## src/rtl/gpio_irq_pkg.sv

```systemverilog
package gpio_irq_pkg;
    localparam int unsigned GPIO_W    = 32;
    localparam int unsigned IRQ_LINES = 8;
    localparam int unsigned ADDR_W    = 8;
    localparam int unsigned DEB_HOLD  = 16;

    // field positions inside the interrupt-control word
    localparam int unsigned RISE_LSB = 0;
    localparam int unsigned FALL_LSB = IRQ_LINES;
    localparam int unsigned DEB_LSB  = 2 * IRQ_LINES;
    localparam int unsigned LVL_LSB  = 3 * IRQ_LINES;

    localparam logic [ADDR_W-1:0] OFS_DIR     = 8'h00;
    localparam logic [ADDR_W-1:0] OFS_DIR_SET = 8'h04;
    localparam logic [ADDR_W-1:0] OFS_DIR_CLR = 8'h08;
    localparam logic [ADDR_W-1:0] OFS_PINS    = 8'h0C;
    localparam logic [ADDR_W-1:0] OFS_OUT_SET = 8'h10;
    localparam logic [ADDR_W-1:0] OFS_OUT_CLR = 8'h14;
    localparam logic [ADDR_W-1:0] OFS_CTL_SET = 8'h18;
    localparam logic [ADDR_W-1:0] OFS_CTL_CLR = 8'h1C;
    localparam logic [ADDR_W-1:0] OFS_PCLR    = 8'h20;
    localparam logic [ADDR_W-1:0] OFS_STAT    = 8'h24;

    typedef struct packed {
        logic [GPIO_W-1:0] dir;
        logic [GPIO_W-1:0] dout;
        logic [GPIO_W-1:0] ctrl;
    } bank_regs_t;
endpackage

```

## src/rtl/gpio_sync.sv

```systemverilog
module gpio_sync #(
    parameter int unsigned W = 32
) (
    input  logic         clk,
    input  logic         rst_n,
    input  logic [W-1:0] d_i,
    output logic [W-1:0] q_o
);
    typedef struct packed {
        logic [W-1:0] s1;
        logic [W-1:0] s2;
    } sync_t;

    sync_t st_d, st_q;

    always_comb begin
        st_d    = st_q;
        st_d.s1 = d_i;
        st_d.s2 = st_q.s1;
    end

    always_ff @(posedge clk or negedge rst_n) begin
        if (!rst_n) st_q <= '0;
        else        st_q <= st_d;
    end

    assign q_o = st_q.s2;
endmodule

```

## src/rtl/gpio_debounce.sv

```systemverilog
module gpio_debounce #(
    parameter int unsigned N    = 8,
    parameter int unsigned HOLD = 16
) (
    input  logic         clk,
    input  logic         rst_n,
    input  logic [N-1:0] raw_i,
    input  logic [N-1:0] en_i,
    output logic [N-1:0] det_o
);
    localparam int unsigned CW = $clog2(HOLD + 1);

    typedef struct packed {
        logic [N-1:0]         filt;
        logic [N-1:0][CW-1:0] cnt;
    } deb_t;

    deb_t st_d, st_q;

    always_comb begin
        st_d = st_q;
        for (int i = 0; i < N; i++) begin
            if (!en_i[i]) begin
                // filter disabled: track the pin so enabling it later is glitch free
                st_d.filt[i] = raw_i[i];
                st_d.cnt[i]  = '0;
            end else if (raw_i[i] == st_q.filt[i]) begin
                st_d.cnt[i] = '0;
            end else if (st_q.cnt[i] == CW'(HOLD - 1)) begin
                st_d.filt[i] = raw_i[i];
                st_d.cnt[i]  = '0;
            end else begin
                st_d.cnt[i] = st_q.cnt[i] + CW'(1);
            end
        end
    end

    always_ff @(posedge clk or negedge rst_n) begin
        if (!rst_n) st_q <= '0;
        else        st_q <= st_d;
    end

    for (genvar g = 0; g < N; g++) begin : g_sel
        assign det_o[g] = en_i[g] ? st_q.filt[g] : raw_i[g];
    end
endmodule

```

## src/rtl/gpio_irq_unit.sv

```systemverilog
module gpio_irq_unit #(
    parameter int unsigned N = 8
) (
    input  logic         clk,
    input  logic         rst_n,
    input  logic [N-1:0] det_i,
    input  logic [N-1:0] rise_i,
    input  logic [N-1:0] fall_i,
    input  logic [N-1:0] lvl_i,
    input  logic [N-1:0] clr_i,
    output logic [N-1:0] status_o
);
    typedef struct packed {
        logic [N-1:0] prev;
        logic [N-1:0] hit;
    } irq_t;

    irq_t         st_d, st_q;
    logic [N-1:0] up, down, live;

    always_comb begin
        up   = det_i & ~st_q.prev;
        down = ~det_i & st_q.prev;
        live = lvl_i & ((rise_i & det_i) | (fall_i & ~det_i));

        st_d      = st_q;
        st_d.prev = det_i;
        // a new edge in the same cycle as a clear wins
        st_d.hit  = (st_q.hit & ~clr_i)
                  | (~lvl_i & rise_i & up)
                  | (~lvl_i & fall_i & down);

        status_o = (st_q.hit | live) & (rise_i | fall_i);
    end

    always_ff @(posedge clk or negedge rst_n) begin
        if (!rst_n) st_q <= '0;
        else        st_q <= st_d;
    end
endmodule

```

## src/rtl/gpio_irq_bank.sv

```systemverilog
module gpio_irq_bank
    import gpio_irq_pkg::*;
(
    input  logic              clk,
    input  logic              rst_n,
    input  logic              psel,
    input  logic              pwrite,
    input  logic [ADDR_W-1:0] paddr,
    input  logic [GPIO_W-1:0] pwdata,
    output logic [GPIO_W-1:0] prdata,
    output logic              pready,
    input  logic [GPIO_W-1:0] pin_i,
    output logic [GPIO_W-1:0] pout_o,
    output logic [GPIO_W-1:0] poe_o,
    output logic              irq_o
);
    bank_regs_t           regs_d, regs_q;
    logic [GPIO_W-1:0]    pins_sync;
    logic [IRQ_LINES-1:0] det, status, pend_clr;
    logic                 wr_en;

    gpio_sync #(.W(GPIO_W)) i_sync (
        .clk   (clk),
        .rst_n (rst_n),
        .d_i   (pin_i),
        .q_o   (pins_sync)
    );

    gpio_debounce #(.N(IRQ_LINES), .HOLD(DEB_HOLD)) i_deb (
        .clk   (clk),
        .rst_n (rst_n),
        .raw_i (pins_sync[IRQ_LINES-1:0]),
        .en_i  (regs_q.ctrl[DEB_LSB +: IRQ_LINES]),
        .det_o (det)
    );

    gpio_irq_unit #(.N(IRQ_LINES)) i_irq (
        .clk      (clk),
        .rst_n    (rst_n),
        .det_i    (det),
        .rise_i   (regs_q.ctrl[RISE_LSB +: IRQ_LINES]),
        .fall_i   (regs_q.ctrl[FALL_LSB +: IRQ_LINES]),
        .lvl_i    (regs_q.ctrl[LVL_LSB +: IRQ_LINES]),
        .clr_i    (pend_clr),
        .status_o (status)
    );

    assign wr_en    = psel & pwrite;
    assign pend_clr = (wr_en && paddr == OFS_PCLR) ? pwdata[IRQ_LINES-1:0] : '0;

    always_comb begin
        regs_d = regs_q;
        if (wr_en) begin
            case (paddr)
                OFS_DIR_SET: regs_d.dir  = regs_q.dir  |  pwdata;
                OFS_DIR_CLR: regs_d.dir  = regs_q.dir  & ~pwdata;
                OFS_OUT_SET: regs_d.dout = regs_q.dout |  pwdata;
                OFS_OUT_CLR: regs_d.dout = regs_q.dout & ~pwdata;
                OFS_CTL_SET: regs_d.ctrl = regs_q.ctrl |  pwdata;
                OFS_CTL_CLR: regs_d.ctrl = regs_q.ctrl & ~pwdata;
                default: ;
            endcase
        end
    end

    always_ff @(posedge clk or negedge rst_n) begin
        if (!rst_n) regs_q <= '0;
        else        regs_q <= regs_d;
    end

    always_comb begin
        case (paddr)
            OFS_DIR:     prdata = regs_q.dir;
            OFS_PINS:    prdata = pins_sync;
            OFS_OUT_SET: prdata = regs_q.dout;
            OFS_CTL_SET: prdata = regs_q.ctrl;
            OFS_STAT:    prdata = {{(GPIO_W-IRQ_LINES){1'b0}}, status};
            default:     prdata = '0;
        endcase
    end

    assign pready = 1'b1;
    assign pout_o = regs_q.dout;
    assign poe_o  = regs_q.dir;
    assign irq_o  = |status;
endmodule

```

## config.mk

```make
export PLATFORM = sky130hd
export DESIGN_NAME = gpio_irq_bank
export DESIGN_NICKNAME = d
export VERILOG_FILES = /design/src/rtl/gpio_irq_pkg.sv /design/src/rtl/gpio_sync.sv /design/src/rtl/gpio_debounce.sv /design/src/rtl/gpio_irq_unit.sv /design/src/rtl/gpio_irq_bank.sv
export SDC_FILE = /design/constraint.sdc
export NUM_CORES = 1
export LEC_CHECK = 0
export ABC_AREA = 1
export ABC_CLOCK_PERIOD_IN_PS = 3200
export BUFFER_PORTS_ARGS = -buffer_cell sky130_fd_sc_hd__clkbuf_2
export CELL_PAD_IN_SITES_DETAIL_PLACEMENT = 2
export CELL_PAD_IN_SITES_GLOBAL_PLACEMENT = 2
export CORE_MARGIN = 2
export CORE_UTILIZATION = 36
export DETAILED_ROUTE_END_ITERATION = 8
export HOLD_SLACK_MARGIN = 0.15
export PLACE_DENSITY_LB_ADDON = 0.1
export SYNTH_ARGS = -nofsm -noshare
export SYNTH_HDL_FRONTEND = slang
export SYNTH_SLANG_ARGS = --single-unit
```

## constraint.sdc

```tcl
create_clock -name clk -period 3.2 [get_ports clk]
set_input_delay 0.16 -clock clk [delete_from_list [all_inputs] [get_ports clk]]
set_output_delay 0.16 -clock clk [all_outputs]
set_load 0.02 [all_outputs]
```

* Word level (Yosys, flattened, before mapping) *
Cells that the tools add are included.

word-level totals
  output and inout bits = 98
  logic and storage cells = 178
  input port bits = 76
  register bits after elaboration = 224

operators by class
  reductions and logical operators = 17
  bitwise operators = 28
  eq/ne operators = 41
  muxes and demuxes = 61
  add/sub/neg operators = 8

operator list
  operator                                                                  number
  32-bit one-hot mux with 2 select lines                                    3
  32-bit one-hot mux with 5 select lines                                    1
  5-bit two-way mux                                                         24
  32-bit AND                                                                3
  32-bit bitwise OR                                                         3
  8-bit AND                                                                 11
  5-bit by 1-bit adder with 5-bit output (second input constant)            8
  5-bit by 4-bit equality test with 1-bit output (second input constant)    8
  8-bit bitwise OR                                                          5
  8-bit by 5-bit equality test with 1-bit output (second input constant)    4
  1-bit two-way mux                                                         32
  32-bit inverter                                                           1
  8-bit inverter                                                            4
  2-bit AND reduction                                                       11
  8-bit by 4-bit equality test with 1-bit output (second input constant)    2
  8-bit by 6-bit equality test with 1-bit output (second input constant)    2
  2-bit by 1-bit inequality test with 1-bit output (second input constant)  8
  2-bit inequality test (second input constant)                             8
  1-bit equality test                                                       8
  8-bit by 3-bit equality test with 1-bit output (second input constant)    1
  8-bit zero test                                                           1
  8-bit two-way mux                                                         1
  8-bit OR reduction                                                        1
  2-bit nonzero test                                                        3
  2 further kinds                                                           2

* Logic depth before layout (Yosys ltp) *
Gate-level depths: netlist (run 1).

  depth in word-level cells = 8
  depth in mapped cells = 11
  depth with buffers taken out = 11

* Hierarchy *
Synthesis (run 1) repeated with hierarchy kept, for this count alone.

second synthesis, totals
  cells, all modules = 1364
  area, all modules = 11075.6 µm²

modules (own cells, without submodules)
  module         area each (µm²)  times used  cells each  sequential area each (µm²)
  gpio_irq_bank  6227.2           1           872         2402.3
  gpio_debounce  2366.0           1           300         1201.2
  gpio_sync      1601.5           1           64          1601.5
  gpio_irq_unit  880.8            1           128         400.4

* Worst setup path before layout (run 1) *
No wires, ideal clock.

  kind = register to register
  from = reg i_deb.st_q[35] (netlist bit)
  to = reg i_deb.st_q[35] (netlist bit)
  clock period less this slack = 1.355 ns
  library setup time = 0.072 ns
  path slack = 1.845 ns
  data required time = 3.128 ns
  stages on the path, launching flop included = 10
  buffers on the path = 0
  arrival time = 1.283 ns
  cell sequence = dfrtp_1 ha_1 nand2_1 inv_1 nand2_1 nand2_1 o21ai_0 inv_1 or2_2 nor2_1

RTL lines
  what                    RTL line             RTL
  start, declared         gpio_debounce.sv:18  deb_t st_d, st_q;
  start signal, assigned  gpio_debounce.sv:40  else st_q <= st_d;

* Worst setup path after layout (run 1) *
  from = in paddr[2]
  to = out prdata[1]

between the ends
  cells in the longest elaborated chain, start to end = 2
  elaborated cells between the ends (all ways) = 6
  classes of those cells = eq/ne: 4; mux: 1; reduce/logical: 1

RTL lines
  what                                                                          RTL line             RTL
  start, declared                                                               gpio_irq_bank.sv:8   input logic [ADDR_W-1:0] paddr,
  8-bit by 6-bit equality test with 1-bit output, or another cell as far along  gpio_irq_bank.sv:72  case (paddr)
  32-bit one-hot mux with 5 select lines (*)                                    gpio_irq_bank.sv:72
  end, declared                                                                 gpio_irq_bank.sv:10  output logic [GPIO_W-1:0] prdata,

Every way passes the cells marked *; elsewhere a longest branch is shown, timed or not.

==> impl_metrics.xml, run 1 <==
<?xml version="1.0" encoding="UTF-8"?>
<metrics>
  <group name="status">
    <metric name="result_of_the_run" unit="">complete, no violations</metric>
  </group>
  <group name="placed_design">
    <metric name="dp.final_hpwl" unit="mm">24.2</metric>
    <metric name="port_buffers" unit="">172</metric>
    <metric name="routabilityCongestion" unit="">0.773</metric>
  </group>
  <group name="routing">
    <metric name="wire_per_inst" unit="um">20.4</metric>
    <metric name="detail_route.drc_violations" unit="">0</metric>
    <metric name="route.antenna.remaining_nets" unit="">0</metric>
    <metric name="vias" unit="">8979</metric>
    <metric name="routed_via_count_divided_by_cell_count" unit="">4.86</metric>
    <metric name="drtIter0Drc" unit="">384</metric>
    <metric name="firstDrtPassIters" unit="">4</metric>
    <metric name="wl" unit="mm">37.6</metric>
  </group>
  <group name="worst_setup_path">
    <metric name="worst_ep_required_time" unit="ps">3040</metric>
    <metric name="timing_worst_setup_path_type" unit="">primary input to output port</metric>
    <metric name="crit_path_max_incr_delay" unit="ps">670</metric>
    <metric name="cp_max_fo" unit="">30</metric>
    <metric name="critical_path.cell_chain" unit="">dlygate4sd3_1 -&gt; clkbuf_2 -&gt; inv_2 -&gt; nor2_1 -&gt; nand2_1 -&gt; inv_2 -&gt; nand2_1 -&gt; o21ai_1 -&gt; nor2_1 -&gt; nand2_1 -&gt; clkbuf_2</metric>
    <metric name="critPathMostFrequentCell" unit="">sky130_fd_sc_hd__nand2_1</metric>
    <metric name="critical-path-slowest-cell" unit="">sky130_fd_sc_hd__inv_2</metric>
    <metric name="reg2reg_slack" unit="ps">1610</metric>
    <metric name="crit_path_end_kind" unit="">output port</metric>
    <metric name="arrival" unit="ps">2770</metric>
    <metric name="critPathLaunchType" unit="">primary input</metric>
    <metric name="critical_path.n_buffers_inverters" unit="">5</metric>
    <metric name="cpLargestDelayFamily" unit="">buffers and inverters</metric>
  </group>
  <group name="yosys">
    <metric name="most_instantiated_library_cell_after_synthesis" unit="">sky130_fd_sc_hd__nand2_1</metric>
    <metric name="synthesis.instances" unit="">1185</metric>
    <metric name="syn-cell-area" unit="um2">10100</metric>
    <metric name="yosysWarnings" unit="">0</metric>
    <metric name="ys_top_cells_by_count" unit="">sky130_fd_sc_hd__nand2_1, sky130_fd_sc_hd__dfrtp_1, sky130_fd_sc_hd__inv_1, sky130_fd_sc_hd__nor2_1, sky130_fd_sc_hd__o21ai_0</metric>
    <metric name="seq_area_frac_synth" unit="">0.553</metric>
    <metric name="yosysUniqueCellTypes" unit="">35</metric>
    <metric name="avgSynthCellArea" unit="um2">8.56</metric>
    <metric name="ys_seq_elements" unit="">224</metric>
    <metric name="synthTopCellsByArea" unit="">sky130_fd_sc_hd__dfrtp_1, sky130_fd_sc_hd__nand2_1, sky130_fd_sc_hd__inv_1, sky130_fd_sc_hd__nor2_1, sky130_fd_sc_hd__o21ai_0</metric>
    <metric name="synth_top_flop_cell" unit="">sky130_fd_sc_hd__dfrtp_1</metric>
    <metric name="synth_edf_count" unit="">0</metric>
    <metric name="synth_largest_area_cell" unit="">sky130_fd_sc_hd__dfrtp_1</metric>
    <metric name="portion_of_synthesized_cell_area_occupied_by_the_leading_cell_type" unit="">0.553</metric>
    <metric name="asyncSetResetFlopFracSynth" unit="">1.00</metric>
    <metric name="net_count_after_synthesis" unit="">1269</metric>
  </group>
  <group name="finish">
    <metric name="synthToLayoutAreaGrowth" unit="%">29.4</metric>
    <metric name="fin_util" unit="">0.473</metric>
    <metric name="nets" unit="">1531</metric>
    <metric name="final_layout_size_suffix_gt1_frac" unit="">0.206</metric>
    <metric name="antenna_cells_inserted" unit="">0</metric>
  </group>
  <group name="timing">
    <metric name="timing.slew.headroom" unit="">0.359</metric>
    <metric name="finalSetupViolCount" unit="">0</metric>
    <metric name="final_hold_violating_endpoints" unit="">0</metric>
    <metric name="max_freq" unit="MHz">341</metric>
    <metric name="fin_worst_skew" unit="ps">14.4</metric>
    <metric name="finalMaxSlewViolations" unit="">0</metric>
    <metric name="final.period_utilization" unit="">0.917</metric>
    <metric name="worst-slew-pin-transition" unit="ps">959</metric>
    <metric name="rsz_0062_raised_after_global_routing" unit="">false</metric>
    <metric name="timing.final.crit_period" unit="ps">2930</metric>
    <metric name="setup_tns" unit="ps">0</metric>
  </group>
  <group name="die">
    <metric name="ios" unit="">174</metric>
    <metric name="fp.dieW" unit="um">172</metric>
    <metric name="coreArea" unit="um2">27800</metric>
    <metric name="fp.dieArea" unit="um2">29500</metric>
    <metric name="initial_core_util" unit="">0.365</metric>
    <metric name="die_height" unit="um">172</metric>
    <metric name="placementRows" unit="">61</metric>
  </group>
  <group name="clock_tree">
    <metric name="cts-root-buf" unit="">sky130_fd_sc_hd__clkbuf_16</metric>
    <metric name="path_clk_slew" unit="ps">60</metric>
    <metric name="tritoncts" unit="">done</metric>
    <metric name="ctsHtreeMaxLevel" unit="">1</metric>
    <metric name="clock_latency" unit="ps">550</metric>
    <metric name="cts_num_sinks" unit="">224</metric>
    <metric name="cts.repair_timing.setup_buffer_count" unit="">0</metric>
    <metric name="clk_path_buf_depth" unit="">3</metric>
    <metric name="numCtsBuffers" unit="">28</metric>
  </group>
  <group name="grt">
    <metric name="grt_max_degree" unit="">86</metric>
    <metric name="first_global_vias" unit="">10342</metric>
    <metric name="grtUsageTotal" unit="">0.263</metric>
    <metric name="grt_first_pass_wirelength" unit="mm">59.1</metric>
    <metric name="grt_overflow" unit="">0</metric>
    <metric name="antenna_found_initial" unit="">0</metric>
  </group>
  <group name="power">
    <metric name="p_leak" unit="uW">0.00667</metric>
    <metric name="vdd.ir_drop.worst" unit="mV">0.345</metric>
    <metric name="tot_pwr" unit="uW">7550</metric>
    <metric name="p_per_area" unit="nW/um2">575</metric>
  </group>
  <group name="worst_hold_path">
    <metric name="min_path_type" unit="">primary input to register</metric>
  </group>
  <group name="job">
    <metric name="maxCapViolCount" unit="">0</metric>
  </group>
</metrics>
## power breakdown
part           internal (uW)  total, uW  switching [uW]
clock network           2040       3310            1270
logic                    380        935             555
registers               3100       3310             212
## logic make-up (layout without fill, tap and decap cells)
family	count (synthesis)	in the layout	share of synthesized area
fa+ha+maj	8	8	0.00987
other cells	1	1	0.000370
compound gates	174	174	0.0989
buf+inv	236	520	0.0962
simple gates	524	524	0.226
flops	224	224	0.553
mux	1	1	0.00111
xor+xnor	17	17	0.0147
## per-layer routing
layer | vias to the layer above | global-route usage | wire length, um
met3 | 42 | 0.0380 | 1370
met5 | - | 0 | 0
met1 | 4564 | 0.332 | 16200
met2 | 185 | 0.477 | 19300
li1 | 4188 | - | -
met4 | 0 | 0.0636 | 753
## per-stage QoR
step                      cells  hold slack, ps  setup slack (ps)  area, um2
after global placement     1724             209               850      11400
final                      1847             200               265      13100
after global routing       1847             238               107      13100
after floorplan            1185            -136              1850      10100
after CTS                  1847             152               288      13100
after detailed placement   1724             214               811      11400
## worst reg2reg max path, stage by stage (launching register included)
cell,delay [ps]
sky130_fd_sc_hd__dfrtp_1,400
sky130_fd_sc_hd__ha_1,230
sky130_fd_sc_hd__nand2_1,80
sky130_fd_sc_hd__inv_1,50
sky130_fd_sc_hd__nand2_1,50
sky130_fd_sc_hd__nand2_1,70
sky130_fd_sc_hd__o21ai_0,140
sky130_fd_sc_hd__inv_1,100
sky130_fd_sc_hd__or2_2,320
sky130_fd_sc_hd__nor2_1,100
## layout make-up
class,count,area [um2]
Clock buffer,44,882
Clock inverter,8,90.1
Fill cell,3092,14700
Inverter,205,769
Multi-Input combinational cell,725,3560
Sequential cell,224,5610
Tap cell,378,473
Timing Repair Buffer,263,1740
## path summary, 6_finish.rpt
| kind | startpoint | endpoint | depth (start not counted) |
|---|---|---|---|
| worst max-delay path | paddr[2] | prdata[1] | 11 |
| worst min-delay path | paddr[3] | register | 6 |
| worst max register to register | i_deb.st_q[0] | i_deb.st_q[1] | 9 |
| worst min register to register | i_sync.st_d[9] | i_sync.q_o[9] | 0 |
| max in group asynchronous | rst_n | i_sync.st_d[25] | 3 |
| min in group asynchronous | rst_n | i_deb.st_q[17] | 2 |
## cell usage in the layout (no fill, tap or decap), types with 2 or more instances in the layout
cell type                         n
sky130_fd_sc_hd__o2111ai_1       24
sky130_fd_sc_hd__a211o_1          8
sky130_fd_sc_hd__inv_2            4
sky130_fd_sc_hd__nor2_4          22
sky130_fd_sc_hd__o21ai_0         54
sky130_fd_sc_hd__xor2_1          11
sky130_fd_sc_hd__clkinv_2         6
sky130_fd_sc_hd__dlygate4sd3_1   71
sky130_fd_sc_hd__nor2_1          80
sky130_fd_sc_hd__nor3_1          11
sky130_fd_sc_hd__clkbuf_1         5
sky130_fd_sc_hd__ha_1             8
sky130_fd_sc_hd__nand2_2          2
sky130_fd_sc_hd__dfrtp_1        224
sky130_fd_sc_hd__a21oi_1         27
sky130_fd_sc_hd__clkbuf_8        10
sky130_fd_sc_hd__o22ai_1          6
sky130_fd_sc_hd__xnor2_1          6
sky130_fd_sc_hd__or2_2           11
sky130_fd_sc_hd__clkbuf_16       29
sky130_fd_sc_hd__nand2_1        341
sky130_fd_sc_hd__o21ai_1         53
sky130_fd_sc_hd__nor3b_1          2
sky130_fd_sc_hd__buf_4           19
sky130_fd_sc_hd__nand3_1         32
sky130_fd_sc_hd__bufinv_16        2
sky130_fd_sc_hd__clkbuf_2       171
sky130_fd_sc_hd__nor2_2          19
sky130_fd_sc_hd__inv_1          201
## what timing repair did
item | in CTS | in global routing
endpoints found under the hold margin | 220 | 0
gates resized for setup | 0 | 0
hold buffers | 71 | 0
No activity file was read; power rests on OpenSTA's default activity.
==> run 2, diff against run 1 <==
--- a/config.mk
+++ b/config.mk
@@ -7,12 +7,12 @@
 export LEC_CHECK = 0
 export ABC_AREA = 1
 export ABC_CLOCK_PERIOD_IN_PS = 3200
-export BUFFER_PORTS_ARGS = -buffer_cell sky130_fd_sc_hd__clkbuf_2
 export CELL_PAD_IN_SITES_DETAIL_PLACEMENT = 2
 export CELL_PAD_IN_SITES_GLOBAL_PLACEMENT = 2
 export CORE_MARGIN = 2
-export CORE_UTILIZATION = 36
+export CORE_UTILIZATION = 40
 export DETAILED_ROUTE_END_ITERATION = 8
+export DONT_BUFFER_PORTS = 1
 export HOLD_SLACK_MARGIN = 0.15
 export PLACE_DENSITY_LB_ADDON = 0.1
 export SYNTH_ARGS = -nofsm -noshare
==> constraint.sdc (replaced) <==
create_clock -name clk -period 3.2 [get_ports clk]
set_input_delay 0.16 -clock clk [delete_from_list [all_inputs] [get_ports clk]]
set_output_delay 0.16 -clock clk [all_outputs]
set_load 0.05 [all_outputs]
==> run 2 against run 1 <==
The run now ends with negative hold slack left. Maximum frequency grew 0.25%. Critical path type unchanged. Highest routed layer unchanged. Cell count shrank 11%. Clock power is essentially flat. First-iteration DRC count grew 29%. Flip-flop and latch count is the same.
==> impl_metrics.xml, run 2 (same netlist as run 1, synthesis figures left out) <==
<?xml version="1.0" encoding="UTF-8"?>
<metrics>
  <group name="clock_tree">
    <metric name="path_clk_slew" unit="ps">60</metric>
    <metric name="hold_buf_cts" unit="">78</metric>
    <metric name="clk_path_buf_depth" unit="">3</metric>
    <metric name="numCtsBuffers" unit="">26</metric>
    <metric name="cts_num_sinks" unit="">224</metric>
    <metric name="cts.repair_timing.setup_buffer_count" unit="">0</metric>
    <metric name="clock_latency" unit="ps">530</metric>
    <metric name="tritoncts" unit="">done</metric>
    <metric name="ctsHtreeMaxLevel" unit="">1</metric>
    <metric name="cts-root-buf" unit="">sky130_fd_sc_hd__clkbuf_16</metric>
  </group>
  <group name="timing">
    <metric name="timing.final.crit_period" unit="ps">2930</metric>
    <metric name="final_hold_violating_endpoints" unit="">224</metric>
    <metric name="finalSetupViolCount" unit="">0</metric>
    <metric name="fin_worst_skew" unit="ps">7.08</metric>
    <metric name="setup_tns" unit="ps">0</metric>
    <metric name="whs" unit="ps">-670</metric>
    <metric name="rsz_0062_raised_after_global_routing" unit="">false</metric>
    <metric name="final.period_utilization" unit="">0.915</metric>
    <metric name="worst-slew-pin-transition" unit="ps">973</metric>
    <metric name="finalMaxSlewViolations" unit="">0</metric>
    <metric name="max_freq" unit="MHz">342</metric>
    <metric name="timing.slew.headroom" unit="">0.351</metric>
  </group>
  <group name="power">
    <metric name="vdd.ir_drop.worst" unit="mV">0.438</metric>
    <metric name="p_leak" unit="uW">0.00609</metric>
    <metric name="p_per_area" unit="nW/um2">606</metric>
    <metric name="tot_pwr" unit="uW">7500</metric>
  </group>
  <group name="routing">
    <metric name="route.antenna.remaining_nets" unit="">0</metric>
    <metric name="firstDrtPassIters" unit="">4</metric>
    <metric name="detail_route.drc_violations" unit="">0</metric>
    <metric name="wl" unit="mm">35.6</metric>
    <metric name="routed_via_count_divided_by_cell_count" unit="">5.15</metric>
    <metric name="wire_per_inst" unit="um">21.6</metric>
    <metric name="vias" unit="">8474</metric>
    <metric name="drtIter0Drc" unit="">494</metric>
  </group>
  <group name="grt">
    <metric name="first_global_vias" unit="">9953</metric>
    <metric name="grt_first_pass_wirelength" unit="mm">56.5</metric>
    <metric name="antenna_found_initial" unit="">1</metric>
    <metric name="grtUsageTotal" unit="">0.276</metric>
    <metric name="grt_max_degree" unit="">225</metric>
    <metric name="grt_overflow" unit="">0</metric>
  </group>
  <group name="status">
    <metric name="result_of_the_run" unit="">complete, but fails checks</metric>
    <metric name="violations" unit="">negative hold slack</metric>
  </group>
  <group name="die">
    <metric name="die_height" unit="um">163</metric>
    <metric name="initial_core_util" unit="">0.405</metric>
    <metric name="fp.dieArea" unit="um2">26700</metric>
    <metric name="placementRows" unit="">58</metric>
    <metric name="fp.dieW" unit="um">163</metric>
    <metric name="coreArea" unit="um2">25000</metric>
    <metric name="ios" unit="">174</metric>
  </group>
  <group name="worst_setup_path">
    <metric name="cp_max_fo" unit="">30</metric>
    <metric name="crit_path_end_kind" unit="">output port</metric>
    <metric name="timing_worst_setup_path_type" unit="">primary input to output port</metric>
    <metric name="critical_path.cell_chain" unit="">dlygate4sd3_1 -&gt; inv_2 -&gt; nor2_1 -&gt; nand2_1 -&gt; inv_4 -&gt; nand2_1 -&gt; o21ai_0 -&gt; nor2_1 -&gt; nand2_1</metric>
    <metric name="reg2reg_slack" unit="ps">1600</metric>
    <metric name="worst_ep_required_time" unit="ps">3040</metric>
    <metric name="crit_path_max_incr_delay" unit="ps">970</metric>
    <metric name="critical_path.n_buffers_inverters" unit="">3</metric>
    <metric name="critPathLaunchType" unit="">primary input</metric>
    <metric name="arrival" unit="ps">2770</metric>
    <metric name="critical-path-slowest-cell" unit="">sky130_fd_sc_hd__dlygate4sd3_1</metric>
    <metric name="cpLargestDelayFamily" unit="">buffers and inverters</metric>
    <metric name="critPathMostFrequentCell" unit="">sky130_fd_sc_hd__nand2_1</metric>
  </group>
  <group name="placed_design">
    <metric name="routabilityCongestion" unit="">0.790</metric>
    <metric name="port_buffers" unit="">0</metric>
    <metric name="dp.final_hpwl" unit="mm">22.4</metric>
  </group>
  <group name="finish">
    <metric name="final_layout_size_suffix_gt1_frac" unit="">0.110</metric>
    <metric name="layout.cells.most_common_list" unit="">sky130_fd_sc_hd__nand2_1, sky130_fd_sc_hd__dfrtp_1, sky130_fd_sc_hd__inv_1</metric>
    <metric name="synthToLayoutAreaGrowth" unit="%">22.1</metric>
    <metric name="nets" unit="">1380</metric>
    <metric name="layout.cells.most_common" unit="">sky130_fd_sc_hd__nand2_1</metric>
  </group>
  <group name="worst_hold_path">
    <metric name="min_path_type" unit="">primary input to async pin</metric>
  </group>
  <group name="job">
    <metric name="maxCapViolCount" unit="">0</metric>
  </group>
</metrics>
==> run 2: cell count changes in the layout (fill, tap and decap cells not counted), sizes merged <==
cell and delta:
clkbuf -175, buf +15, dlygate4sd3 +7, bufinv +2, clkinv -2, diode +1
==> run 2: layout make-up <==
cell class | instances | area, um2
clock buffers | 40 | 835
repair buffers | 114 | 1050
inverters | 205 | 772
fillers | 2674 | 12700
multi-input cells | 725 | 3560
diodes | 1 | 2.50
well taps | 330 | 413
clock inverters | 8 | 140
flip-flops and latches | 224 | 5610
==> run 2: what timing repair did <==
| action | 4_1_cts | 5_1_grt |
|---|---|---|
| endpoints found under the setup margin | 0 | 8 |
| gates resized for setup | 0 | 2 |
| endpoints found under the hold margin | 360 | 224 |
==> run 2: per-stage QoR <==
| step | util | setup slack, ps | hold slack, ps | cell area (um2) | cells |
|---|---|---|---|---|---|
| floorplan | - | 1450 | -136 | 10100 | 1185 |
| global placement | 0.424 | 1090 | -126 | 10600 | 1520 |
| detailed placement | 0.424 | 950 | -127 | 10600 | 1520 |
| CTS | 0.494 | 11.4 | -688 | 12400 | 1646 |
| global route | 0.495 | 62.2 | -689 | 12400 | 1647 |
| finish | 0.495 | 272 | -670 | 12400 | 1647 |
==> run 2: layer usage <==
layer  wire, um  share of wire  up-vias  global-route usage
met5          0              0        -                   0
met4        595          0.017        0              0.0539
met3       1710          0.048       40              0.0498
met2      18900           0.53      184               0.515
met1      14300           0.40     4357               0.331
li1           -              -     3893                   -
==> run 2: final timing paths <==
check	start	end	cells past startpoint
max	paddr[2]	prdata[0]	9
min	rst_n	i_deb.st_q[20]	0
max reg2reg	i_deb.st_q[15]	i_deb.st_q[43]	4
min reg2reg	i_sync.st_d[22]	i_sync.q_o[22]	0
max in group asynchronous	rst_n	i_deb.st_q[47]	0
min in group clk	pin_i[9]	i_sync.st_d[9]	1
==> run 2: report_power, final <==
| group | total (uW) | internal [uW] | leakage, uW | switching, uW |
|---|---|---|---|---|
| registers | 3360 | 3090 | 0.00259 | 267 |
| logic | 808 | 336 | 0.00301 | 471 |
| clock network | 3330 | 2110 | 0.000486 | 1220 |
| total | 7500 | 5540 | 0.00609 | 1960 |
==> run 3, diff against run 2 <==
==> constraint.sdc (replaced) <==
create_clock -name clk -period 3.2 [get_ports clk]
set_input_delay 0 -clock clk [delete_from_list [all_inputs] [get_ports clk]]
set_output_delay 0 -clock clk [all_outputs]
set_load 0.05 [all_outputs]
==> run 3 against run 2 <==
The run still ends with negative hold slack left. Wire length is 8.9% higher. Cell area rose by 1.4%. Core utilization grew 0.67 points. Global-route usage is 2.1 points higher. Hold slack got worse by 160 ps. Critical endpoint is now prdata[5]. Maximum frequency is 3.3% lower. Flip-flop and latch count unchanged. Cell count increased by 1.5%. Critical path depth up 1. Power down 2.7%. Sequential power barely moved.
==> impl_metrics.xml, run 3 (same netlist as run 1, synthesis figures left out) <==
<?xml version="1.0" encoding="UTF-8"?>
<metrics>
  <group name="status">
    <metric name="result_of_the_run" unit="">complete, but fails checks</metric>
    <metric name="violations" unit="">negative hold slack</metric>
  </group>
  <group name="routing">
    <metric name="routed_via_count_divided_by_cell_count" unit="">5.27</metric>
    <metric name="firstDrtPassIters" unit="">4</metric>
    <metric name="drtIter0Drc" unit="">479</metric>
    <metric name="wire_per_inst" unit="um">23.2</metric>
    <metric name="vias" unit="">8808</metric>
    <metric name="route.antenna.remaining_nets" unit="">0</metric>
    <metric name="wl" unit="mm">38.8</metric>
    <metric name="detail_route.drc_violations" unit="">0</metric>
  </group>
  <group name="timing">
    <metric name="max_freq" unit="MHz">330</metric>
    <metric name="worst_slack" unit="ps">173</metric>
    <metric name="worst-slew-pin-transition" unit="ps">1260</metric>
    <metric name="timing.final.crit_period" unit="ps">3030</metric>
    <metric name="whs" unit="ps">-831</metric>
    <metric name="fin_worst_skew" unit="ps">10.0</metric>
    <metric name="rsz_0062_raised_after_global_routing" unit="">false</metric>
    <metric name="finalSetupViolCount" unit="">0</metric>
    <metric name="timing.slew.headroom" unit="">0.159</metric>
    <metric name="final.period_utilization" unit="">0.946</metric>
    <metric name="final_hold_violating_endpoints" unit="">224</metric>
    <metric name="finalMaxSlewViolations" unit="">0</metric>
    <metric name="setup_tns" unit="ps">0</metric>
  </group>
  <group name="worst_setup_path">
    <metric name="critical_path.cell_chain" unit="">dlygate4sd3_1 -&gt; nor2_4 -&gt; dlygate4sd3_1 -&gt; nand2_4 -&gt; inv_1 -&gt; nand2_1 -&gt; nor2_2 -&gt; buf_4 -&gt; nand3_1 -&gt; nand2_1</metric>
    <metric name="r2r_cells" unit="">9</metric>
    <metric name="critical-path-slowest-cell" unit="">sky130_fd_sc_hd__dlygate4sd3_1</metric>
    <metric name="crit_path_end_kind" unit="">output port</metric>
    <metric name="reg2reg_slack" unit="ps">1530</metric>
    <metric name="timing_worst_setup_path_type" unit="">primary input to output port</metric>
    <metric name="r2r-end" unit="">i_deb.st_q[0]</metric>
    <metric name="crit_cells" unit="">10</metric>
    <metric name="critical_path.endpoint" unit="">prdata[5]</metric>
    <metric name="crit-reg2reg-launch" unit="">i_deb.st_q[0]</metric>
    <metric name="critPathLaunchType" unit="">primary input</metric>
    <metric name="worst_ep_required_time" unit="ps">3200</metric>
    <metric name="cp_max_fo" unit="">11</metric>
    <metric name="crit_path_max_incr_delay" unit="ps">610</metric>
    <metric name="cp-startpoint" unit="">paddr[0]</metric>
    <metric name="cpLargestDelayFamily" unit="">simple AND/OR/NAND/NOR gates</metric>
    <metric name="critical_path.n_buffers_inverters" unit="">4</metric>
    <metric name="arrival" unit="ps">3030</metric>
  </group>
  <group name="power">
    <metric name="power.clock.fraction" unit="">0.422</metric>
    <metric name="power.share.sequential" unit="">0.461</metric>
    <metric name="cellInternalPower" unit="uW">5290</metric>
    <metric name="swShare" unit="">0.275</metric>
    <metric name="p_per_area" unit="nW/um2">582</metric>
    <metric name="p_leak" unit="uW">0.00613</metric>
    <metric name="p_switching" unit="uW">2010</metric>
    <metric name="pwr-share-comb" unit="">0.117</metric>
    <metric name="vdd.ir_drop.worst" unit="mV">0.363</metric>
  </group>
  <group name="die">
    <metric name="ios" unit="">174</metric>
    <metric name="initial_core_util" unit="">0.405</metric>
    <metric name="coreArea" unit="um2">25000</metric>
    <metric name="die_height" unit="um">163</metric>
    <metric name="placementRows" unit="">58</metric>
    <metric name="fp.dieW" unit="um">163</metric>
    <metric name="fp.dieArea" unit="um2">26700</metric>
  </group>
  <group name="grt">
    <metric name="first_global_vias" unit="">10258</metric>
    <metric name="grt_first_pass_wirelength" unit="mm">60.2</metric>
    <metric name="grt_max_degree" unit="">225</metric>
    <metric name="antenna_found_initial" unit="">1</metric>
    <metric name="grtUsageTotal" unit="">0.297</metric>
    <metric name="grt_overflow" unit="">0</metric>
  </group>
  <group name="finish">
    <metric name="layout.cells.most_common" unit="">sky130_fd_sc_hd__nand2_1</metric>
    <metric name="final_layout_size_suffix_gt1_frac" unit="">0.103</metric>
    <metric name="nets" unit="">1406</metric>
    <metric name="layout.cells.most_common_list" unit="">sky130_fd_sc_hd__nand2_1, sky130_fd_sc_hd__dfrtp_1, sky130_fd_sc_hd__inv_1</metric>
    <metric name="synthToLayoutAreaGrowth" unit="%">23.7</metric>
  </group>
  <group name="placed_design">
    <metric name="dp.final_hpwl" unit="mm">22.5</metric>
    <metric name="routabilityCongestion" unit="">0.762</metric>
    <metric name="port_buffers" unit="">0</metric>
    <metric name="dp_worst_setup_slack" unit="ps">1230</metric>
  </group>
  <group name="clock_tree">
    <metric name="clock_latency" unit="ps">540</metric>
    <metric name="cts.repair_timing.setup_buffer_count" unit="">0</metric>
    <metric name="ctsHtreeMaxLevel" unit="">1</metric>
    <metric name="cts_num_sinks" unit="">224</metric>
    <metric name="tritoncts" unit="">done</metric>
    <metric name="path_clk_slew" unit="ps">50</metric>
    <metric name="clk_path_buf_depth" unit="">3</metric>
    <metric name="hold_buf_cts" unit="">107</metric>
    <metric name="numCtsBuffers" unit="">27</metric>
    <metric name="cts-root-buf" unit="">sky130_fd_sc_hd__clkbuf_16</metric>
  </group>
  <group name="worst_hold_path">
    <metric name="min_path_type" unit="">primary input to async pin</metric>
  </group>
  <group name="job">
    <metric name="maxCapViolCount" unit="">0</metric>
  </group>
</metrics>
## run 3: what timing repair did
action	CTS	global route
gates resized for setup	0	2
setup endpoints to repair	0	24
hold endpoints to repair	360	224
## run 3: worst min-delay path by stage
stage	startpoint	end	slack, ps	cells past startpoint
after detailed placement	rst_n	i_deb.st_q[20]	-290	0
after global routing	rst_n	i_deb.st_q[22]	-850	0
after floorplan	rst_n	async pin	-300	0
after CTS	rst_n	async pin	-870	0
final	rst_n	i_deb.st_q[22]	-830	0
after global placement	rst_n	i_deb.st_q[22]	-290	0
## run 3: power groups by stage
| stage | registers, uW | logic, uW | clock network, uW |
|---|---|---|---|
| 6_report | 3360 | 854 | 3080 |
| 3_5_place_dp | 3400 | 698 | 0 |
| 4_1_cts | 3360 | 836 | 3120 |
| 5_1_grt | 3400 | 974 | 3230 |
| 3_3_place_gp | 3390 | 656 | 0 |
| 2_1_floorplan | 3330 | 552 | 0 |
## run 3: routing by layer
| metal | routed length (um) | global-route usage |
|---|---|---|
| met1 | 15400 | 0.353 |
| met2 | 20100 | 0.538 |
| met3 | 1880 | 0.0556 |
| met4 | 1360 | 0.103 |
| met5 | 0 | 0 |
## run 3: worst register-to-register path, cell delays in order (launching register included)
cell and delay (ps):
sky130_fd_sc_hd__dfrtp_1 410, sky130_fd_sc_hd__ha_1 240, sky130_fd_sc_hd__nand2_1 70, sky130_fd_sc_hd__inv_1 50, sky130_fd_sc_hd__nand2_1 70, sky130_fd_sc_hd__nand2_1 80, sky130_fd_sc_hd__o21ai_0 120, sky130_fd_sc_hd__inv_1 100
sky130_fd_sc_hd__or2_2 330, sky130_fd_sc_hd__nor2_1 130
## run 3: area by class of cell
| type | count | area, um2 |
|---|---|---|
| Fill cell | 2720 | 12500 |
| Multi-Input combinational cell | 725 | 3570 |
| Tap cell | 330 | 413 |
| Clock inverter | 6 | 58.8 |
| Sequential cell | 224 | 5610 |
| Antenna cell | 1 | 2.50 |
| Clock buffer | 42 | 822 |
| Timing Repair Buffer | 139 | 1310 |
| Inverter | 205 | 769 |
## run 3: per-stage QoR
step	total power, uW	instance area [um2]	cells	util	hold WS [ps]
floorplan	3890	10100	1185	-	-296
global placement	4040	10600	1516	0.423	-290
detailed placement	4100	10600	1516	0.423	-291
CTS	7310	12500	1671	0.501	-868
global route	7610	12600	1672	0.501	-852
finish	7300	12600	1672	0.501	-831
